### src/rtl/addr_stack_pkg.sv
package addr_stack_pkg;

    localparam int OPW       = 5;
    localparam int MEM_BIT   = 4;
    localparam int RSV_BIT   = 3;
    localparam int NOINC_BIT = 2;
    localparam int SELB_BIT  = 1;
    localparam int STORE_BIT = 0;

    localparam logic [OPW-1:0] OP_LOAD_A      = 5'h00;
    localparam logic [OPW-1:0] OP_FETCH_AREG  = 5'h01;
    localparam logic [OPW-1:0] OP_LOAD_B      = 5'h02;
    localparam logic [OPW-1:0] OP_FETCH_A_INC = 5'h10;
    localparam logic [OPW-1:0] OP_STORE_A_INC = 5'h11;
    localparam logic [OPW-1:0] OP_FETCH_B_INC = 5'h12;
    localparam logic [OPW-1:0] OP_STORE_B_INC = 5'h13;
    localparam logic [OPW-1:0] OP_FETCH_A     = 5'h14;
    localparam logic [OPW-1:0] OP_STORE_A     = 5'h15;
    localparam logic [OPW-1:0] OP_FETCH_B     = 5'h16;
    localparam logic [OPW-1:0] OP_STORE_B     = 5'h17;

    typedef enum logic [1:0] {
        S_IDLE,
        S_STROBE,
        S_WAIT
    } ctl_state_t;

    typedef enum logic [2:0] {
        UPD_NONE,
        UPD_LOAD_A,
        UPD_FETCH_AREG,
        UPD_LOAD_B,
        UPD_INC_A,
        UPD_INC_B
    } upd_kind_t;

    typedef struct packed {
        logic mem;
        logic store;
        logic use_b;
        logic no_inc;
        logic load_a;
        logic fetch_areg;
        logic load_b;
    } op_fields_t;

endpackage

### src/rtl/addr_stack_decode.sv
module addr_stack_decode
    import addr_stack_pkg::*;
(
    input  logic [OPW-1:0] op,
    output op_fields_t     fields,
    output logic           mem_flag
);

    always_comb begin
        fields   = '0;
        mem_flag = op[MEM_BIT];
        if (op[MEM_BIT]) begin
            if (!op[RSV_BIT]) begin
                fields.mem    = 1'b1;
                fields.store  = op[STORE_BIT];
                fields.use_b  = op[SELB_BIT];
                fields.no_inc = op[NOINC_BIT];
            end
        end else begin
            unique case (op)
                OP_LOAD_A:     fields.load_a     = 1'b1;
                OP_FETCH_AREG: fields.fetch_areg = 1'b1;
                OP_LOAD_B:     fields.load_b     = 1'b1;
                default:       fields            = '0;
            endcase
        end
    end

endmodule

### src/rtl/addr_stack_regs.sv
module addr_stack_regs
    import addr_stack_pkg::*;
#(
    parameter int W = 21
) (
    input  logic         clk,
    input  logic         rst_n,
    input  upd_kind_t    upd,
    input  logic [W-1:0] t_val,
    output logic [W-1:0] a_q,
    output logic [W-1:0] b_q
);

    localparam logic [W-1:0] ONE = W'(1);

    always_ff @(posedge clk or negedge rst_n) begin
        if (!rst_n) begin
            a_q <= '0;
            b_q <= '0;
        end else begin
            unique case (upd)
                UPD_LOAD_A: begin
                    b_q <= a_q;
                    a_q <= t_val;
                end
                UPD_FETCH_AREG: a_q <= b_q;
                UPD_LOAD_B:     b_q <= t_val;
                UPD_INC_A:      a_q <= a_q + ONE;
                UPD_INC_B:      b_q <= b_q + ONE;
                default: begin
                    a_q <= a_q;
                    b_q <= b_q;
                end
            endcase
        end
    end

    AST_LOAD_A_PUSHES_B: assert property (@(posedge clk) disable iff (!rst_n)
        (upd == UPD_LOAD_A) |=> (b_q == $past(a_q)));

    AST_FETCH_AREG_KEEPS_B: assert property (@(posedge clk) disable iff (!rst_n)
        (upd == UPD_FETCH_AREG) |=> (a_q == $past(b_q) && b_q == $past(b_q)));

    AST_B_INC_WRAPS: assert property (@(posedge clk) disable iff (!rst_n)
        (upd == UPD_INC_B) |=> (b_q == $past(b_q) + ONE));

endmodule

### src/rtl/addr_stack_ctrl.sv
module addr_stack_ctrl
    import addr_stack_pkg::*;
#(
    parameter int W = 21
) (
    input  logic         clk,
    input  logic         rst_n,
    input  logic         op_valid,
    input  op_fields_t   fields,
    input  logic [W-1:0] t_in,
    input  logic [W-1:0] mem_rdata,
    input  logic         mem_rdy,
    input  logic [W-1:0] a_q,
    input  logic [W-1:0] b_q,
    output upd_kind_t    upd,
    output logic         op_done,
    output logic [W-1:0] t_out,
    output logic         t_push,
    output logic         t_pop,
    output logic [W-1:0] mem_addr,
    output logic         mem_rd,
    output logic         mem_wr,
    output logic [W-1:0] mem_wdata
);

    ctl_state_t   state, state_nx;
    logic         store_q, use_b_q, no_inc_q;
    logic [W-1:0] wdata_q;
    logic         accept, finish;

    assign accept = (state == S_IDLE) && op_valid && fields.mem;
    assign finish = (state != S_IDLE) && mem_rdy;

    // State register
    always_ff @(posedge clk or negedge rst_n) begin
        if (!rst_n) begin
            state    <= S_IDLE;
            store_q  <= 1'b0;
            use_b_q  <= 1'b0;
            no_inc_q <= 1'b0;
            wdata_q  <= '0;
        end else begin
            state <= state_nx;
            if (accept) begin
                store_q  <= fields.store;
                use_b_q  <= fields.use_b;
                no_inc_q <= fields.no_inc;
                wdata_q  <= t_in;
            end
        end
    end

    // Next state
    always_comb begin
        state_nx = state;
        unique case (state)
            S_IDLE:   if (accept) state_nx = S_STROBE;
            S_STROBE: state_nx = mem_rdy ? S_IDLE : S_WAIT;
            S_WAIT:   if (mem_rdy) state_nx = S_IDLE;
            default:  state_nx = S_IDLE;
        endcase
    end

    // Outputs
    always_comb begin
        upd       = UPD_NONE;
        op_done   = 1'b0;
        t_out     = '0;
        t_push    = 1'b0;
        t_pop     = 1'b0;
        mem_addr  = use_b_q ? b_q : a_q;
        mem_wdata = wdata_q;
        mem_rd    = (state == S_STROBE) && !store_q;
        mem_wr    = (state == S_STROBE) && store_q;
        unique case (state)
            S_IDLE: begin
                if (op_valid && !fields.mem) begin
                    op_done = 1'b1;
                    if (fields.load_a) begin
                        upd   = UPD_LOAD_A;
                        t_pop = 1'b1;
                    end else if (fields.fetch_areg) begin
                        upd    = UPD_FETCH_AREG;
                        t_push = 1'b1;
                        t_out  = a_q;
                    end else if (fields.load_b) begin
                        upd   = UPD_LOAD_B;
                        t_pop = 1'b1;
                    end
                end
            end
            S_STROBE, S_WAIT: begin
                if (finish) begin
                    op_done = 1'b1;
                    if (store_q) begin
                        t_pop = 1'b1;
                    end else begin
                        t_push = 1'b1;
                        t_out  = mem_rdata;
                    end
                    if (!no_inc_q) upd = use_b_q ? UPD_INC_B : UPD_INC_A;
                end
            end
            default: upd = UPD_NONE;
        endcase
    end

    AST_STROBE_ONE_CYCLE: assert property (@(posedge clk) disable iff (!rst_n)
        (mem_rd || mem_wr) |=> !(mem_rd || mem_wr));

    AST_ADDR_HELD: assert property (@(posedge clk) disable iff (!rst_n)
        (state == S_WAIT) |-> ($stable(mem_addr) && $stable(mem_wdata)));

    AST_STROBE_NEEDS_OP: assert property (@(posedge clk) disable iff (!rst_n)
        $rose(mem_rd || mem_wr) |-> $past(op_valid && fields.mem));

    AST_NO_PUSH_AND_POP: assert property (@(posedge clk) disable iff (!rst_n)
        !(t_push && t_pop));

endmodule

### src/rtl/addr_stack_unit.sv
module addr_stack_unit
    import addr_stack_pkg::*;
#(
    parameter int W = 21
) (
    input  logic         clk,
    input  logic         rst_n,
    input  logic         op_valid,
    input  logic [4:0]   op,
    input  logic [W-1:0] t_in,
    input  logic [W-1:0] mem_rdata,
    input  logic         mem_rdy,
    output logic         mem_flag,
    output logic         op_done,
    output logic [W-1:0] t_out,
    output logic         t_push,
    output logic         t_pop,
    output logic [W-1:0] mem_addr,
    output logic         mem_rd,
    output logic         mem_wr,
    output logic [W-1:0] mem_wdata
);

    op_fields_t   fields;
    upd_kind_t    upd;
    logic [W-1:0] a_q, b_q;

    addr_stack_decode u_dec (
        .op       (op),
        .fields   (fields),
        .mem_flag (mem_flag)
    );

    addr_stack_ctrl #(.W(W)) u_ctrl (
        .clk       (clk),
        .rst_n     (rst_n),
        .op_valid  (op_valid),
        .fields    (fields),
        .t_in      (t_in),
        .mem_rdata (mem_rdata),
        .mem_rdy   (mem_rdy),
        .a_q       (a_q),
        .b_q       (b_q),
        .upd       (upd),
        .op_done   (op_done),
        .t_out     (t_out),
        .t_push    (t_push),
        .t_pop     (t_pop),
        .mem_addr  (mem_addr),
        .mem_rd    (mem_rd),
        .mem_wr    (mem_wr),
        .mem_wdata (mem_wdata)
    );

    addr_stack_regs #(.W(W)) u_regs (
        .clk   (clk),
        .rst_n (rst_n),
        .upd   (upd),
        .t_val (t_in),
        .a_q   (a_q),
        .b_q   (b_q)
    );

    AST_RESET_QUIET: assert property (@(posedge clk)
        !rst_n |-> (!mem_rd && !mem_wr));

endmodule

### config.mk
export PLATFORM = sky130hd
export DESIGN_NAME = addr_stack_unit
export DESIGN_NICKNAME = d
export VERILOG_FILES = /design/src/rtl/addr_stack_pkg.sv /design/src/rtl/addr_stack_decode.sv /design/src/rtl/addr_stack_regs.sv /design/src/rtl/addr_stack_ctrl.sv /design/src/rtl/addr_stack_unit.sv
export SDC_FILE = /design/constraint.sdc
export NUM_CORES = 1
export LEC_CHECK = 0
export ABC_AREA = 1
export ABC_CLOCK_PERIOD_IN_PS = 5400
export BUFFER_PORTS_ARGS = -buffer_cell sky130_fd_sc_hd__buf_4
export CAP_MARGIN = 20
export CORE_UTILIZATION = 55
export DETAILED_ROUTE_END_ITERATION = 8
export GPL_TIMING_DRIVEN = 0
export PLACE_DENSITY = 0.81
export SLEW_MARGIN = 20
export SYNTH_ARGS = -nofsm -noshare
export SYNTH_HDL_FRONTEND = slang
export SYNTH_SLANG_ARGS = --single-unit
### constraint.sdc
create_clock -name clk -period 5.4 [get_ports clk]
set_input_delay 0.54 -clock clk [delete_from_list [all_inputs] [get_ports clk]]
set_output_delay 0.54 -clock clk [all_outputs]
set_load 0.05 [all_outputs]
==> flow_summary.json <==
{
  "syn_inst": 897,
  "htreeDepth": 3,
  "ys_types": 25,
  "powerDensity_nw_per_um2": 574,
  "dieArea_um2": 9960,
  "final_area_um2": 6520,
  "cts_buffers": 9,
  "vias_per_cell": 5.45,
  "p_leak_nw": 3.39,
  "clk_latency_ns": 0.37,
  "finalCriticalPeriod_ns": 3.24,
  "syn-cell-area_um2": 5260,
  "drtPass1Iterations": 5,
  "die_w_um": 99.8,
  "crit_type": "flop to output pin",
  "cp.required_ns": 4.86,
  "yosysWarningCount": 0,
  "cp-start-kind": "flop",
  "setup_violations": 0,
  "ys.flop_type": "dfrtp_1",
  "synthArstFlopShare": 1.00,
  "wl_met3_um": 2220,
  "ff2ff_setup_slack_ns": 3.19,
  "gr-total-overflow": 0,
  "placed_area_um2": 6310,
  "drc": 0,
  "reg2reg_to": "u_regs.a_q[14]",
  "fmax_ghz": 0.309,
  "grt_pass1_wl_um": 28800,
  "slew_headroom": 0.405,
  "layout_setup_ws_ns": 2.16,
  "reg2reg_depth": 10,
  "skew_ns": 0.0133,
  "status": "complete, no violations",
  "globalplace.congestion": 0.994,
  "die_h_um": 99.8,
  "wl_um": 18700,
  "hpwl_um": 14100,
  "drtIter0Drc": 537,
  "worst_pin_slew_ns": 0.892,
  "synth_edf_count": 0,
  "min_path_type": "primary input to async pin",
  "ant_nets": 0,
  "cts_hold_buf": 0,
  "nets": 1084,
  "grt.total_usage": 0.381,
  "grt_max_degree": 69,
  "cts_tree": "built",
  "dp.cells": 1145,
  "slew_viol_final": 0,
  "area_delta_synth_final_pct": 23.9,
  "cts_setup_buffers": 0,
  "io_pins": 120,
  "io_buffer_count": 119,
  "ir_worst_vdd_mv": 0.462,
  "drive_gt1_frac": 0.171,
  "post_drt_wl_per_cell_um": 16.1,
  "antenna_found_initial": 0,
  "initial_core_util": 0.569,
  "coreArea_um2": 9240,
  "fin_cells": 1161,
  "cts-root-buf": "clkbuf_8",
  "wl_met1_um": 7620,
  "top_layer": "met4",
  "final.setup.tns_ns": 0,
  "seq_area_frac_synth": 0.324,
  "diodes": 0,
  "cp-end-kind": "output pin",
  "clockBufferDepth": 2,
  "cp_max_fo": 10,
  "cts_resized": 0,
  "path_clk_slew_ns": 0.09,
  "cts_sinks": 68,
  "num_vias": 6331,
  "cp.arrival_ns": 2.70,
  "grt_setup_unrepaired": "no",
  "pre_cts_ws_ns": 2.64,
  "fin_crit_sh": 0.600,
  "wl_met2_um": 7860,
  "synth-seq-cells": 68,
  "hold_viol_final": 0,
  "fp-row-count": 35,
  "max_cap_viol_count": 0,
  "r2r_start": "u_ctrl.state[0]",
  "synth_fp_nets": 954,
  "grt_pass1_vias": 5713,
  "postSynthAreaPerCell_um2": 5.86
}
## layout make-up
type / instances / area [um^2]
sequential: 68 / 1700
multi-input combinational: 698 / 3030
fill: 874 / 2730
buffer: 40 / 184
tap: 129 / 161
clock inverter: 5 / 60.1
clock buffer: 11 / 141
timing repair buffer: 119 / 893
inverter: 91 / 342
## cells by family after synthesis
family,share of synthesized area
simple gates,0.464
flops,0.324
fa+ha+maj,0.0143
compound gates,0.0868
buf+inv,0.0999
xor+xnor,0.0117
## through the flow
step	power [W]	utilization	hold WS, ns
6_report	0.00374	0.705	0.293
5_1_grt	0.00395	0.705	0.384
4_1_cts	0.00370	0.705	0.327
3_5_place_dp	0.00325	0.683	0.460
3_3_place_gp	0.00323	0.683	0.456
2_1_floorplan	0.00252	-	0.244
## how the worst max path moves through the flow
stage / cells past startpoint / slack, ns / endpoint / from
floorplan: 9 / 2.70 / t_out[11] / u_ctrl.state[0]
global route: 10 / 2.02 / t_out[15] / u_ctrl.state[1]
finish: 10 / 2.16 / t_out[12] / u_ctrl.state[1]
CTS: 10 / 2.26 / t_out[12] / u_ctrl.state[1]
global placement: 8 / 2.62 / t_out[17] / op[3]
detailed placement: 8 / 2.64 / t_out[12] / op[3]
## synthesized netlist by cell type, drive strengths merged, types with 4 or more instances
| library cell | instances | area, um^2 |
|---|---|---|
| xor2 | 7 | 61.3 |
| or2 | 4 | 25.0 |
| clkbuf | 21 | 78.8 |
| nand2 | 384 | 1450 |
| nand3 | 101 | 521 |
| o21ai | 53 | 265 |
| buf | 19 | 105 |
| a21oi | 31 | 155 |
| dfrtp | 68 | 1700 |
| inv | 91 | 342 |
| ha | 6 | 75.1 |
| nand4 | 5 | 31.3 |
| nor2 | 98 | 385 |
## registers in the layout (all words and copies together), names as in the netlist
| register | cells |
|---|---|
| u_regs.a_q | 21 |
| u_ctrl.use_b_q | 1 |
| u_ctrl.no_inc_q | 1 |
| u_ctrl.mem_wdata | 21 |
| u_regs.b_q | 21 |
| u_ctrl.state | 2 |
| u_ctrl.store_q | 1 |
## power by group
group / leakage, nW / switching (W) / internal, W
Combinational: 2.47 / 0.00157 / 0.000640
Clock: 0.0999 / 0.000229 / 0.000228
Sequential: 0.823 / 0.000326 / 0.000749
## critical path, stage by stage, from the launching register on
cell and delay, ns:
dfrtp_1 0.41, inv_1 0.11, ha_1 0.21, nand2_1 0.10, inv_2 0.07, nand2_2 0.06, nor2_1 0.52, clkbuf_1 0.38
nand2_1 0.09, a21oi_1 0.16, buf_4 0.22
## layer usage
layer  GRT usage  vias to the layer above
li1            -                     3057
met1       0.505                     2806
met2       0.580                      401
met3      0.0912                       67
met4       0.196                        0
met5           0                        -
## placed cells by master (no fill, tap or decap), types with 5 or more instances in the layout
master,count
clkbuf_1,22
clkbuf_8,10
inv_2,7
ha_1,6
buf_4,123
dfrtp_1,68
nand4_1,5
nor2_1,93
nand3_1,98
o21ai_0,53
inv_1,84
nand2_1,380
a21oi_1,31
xor2_1,7
buf_2,15
(Power assumes the default switching activity.)
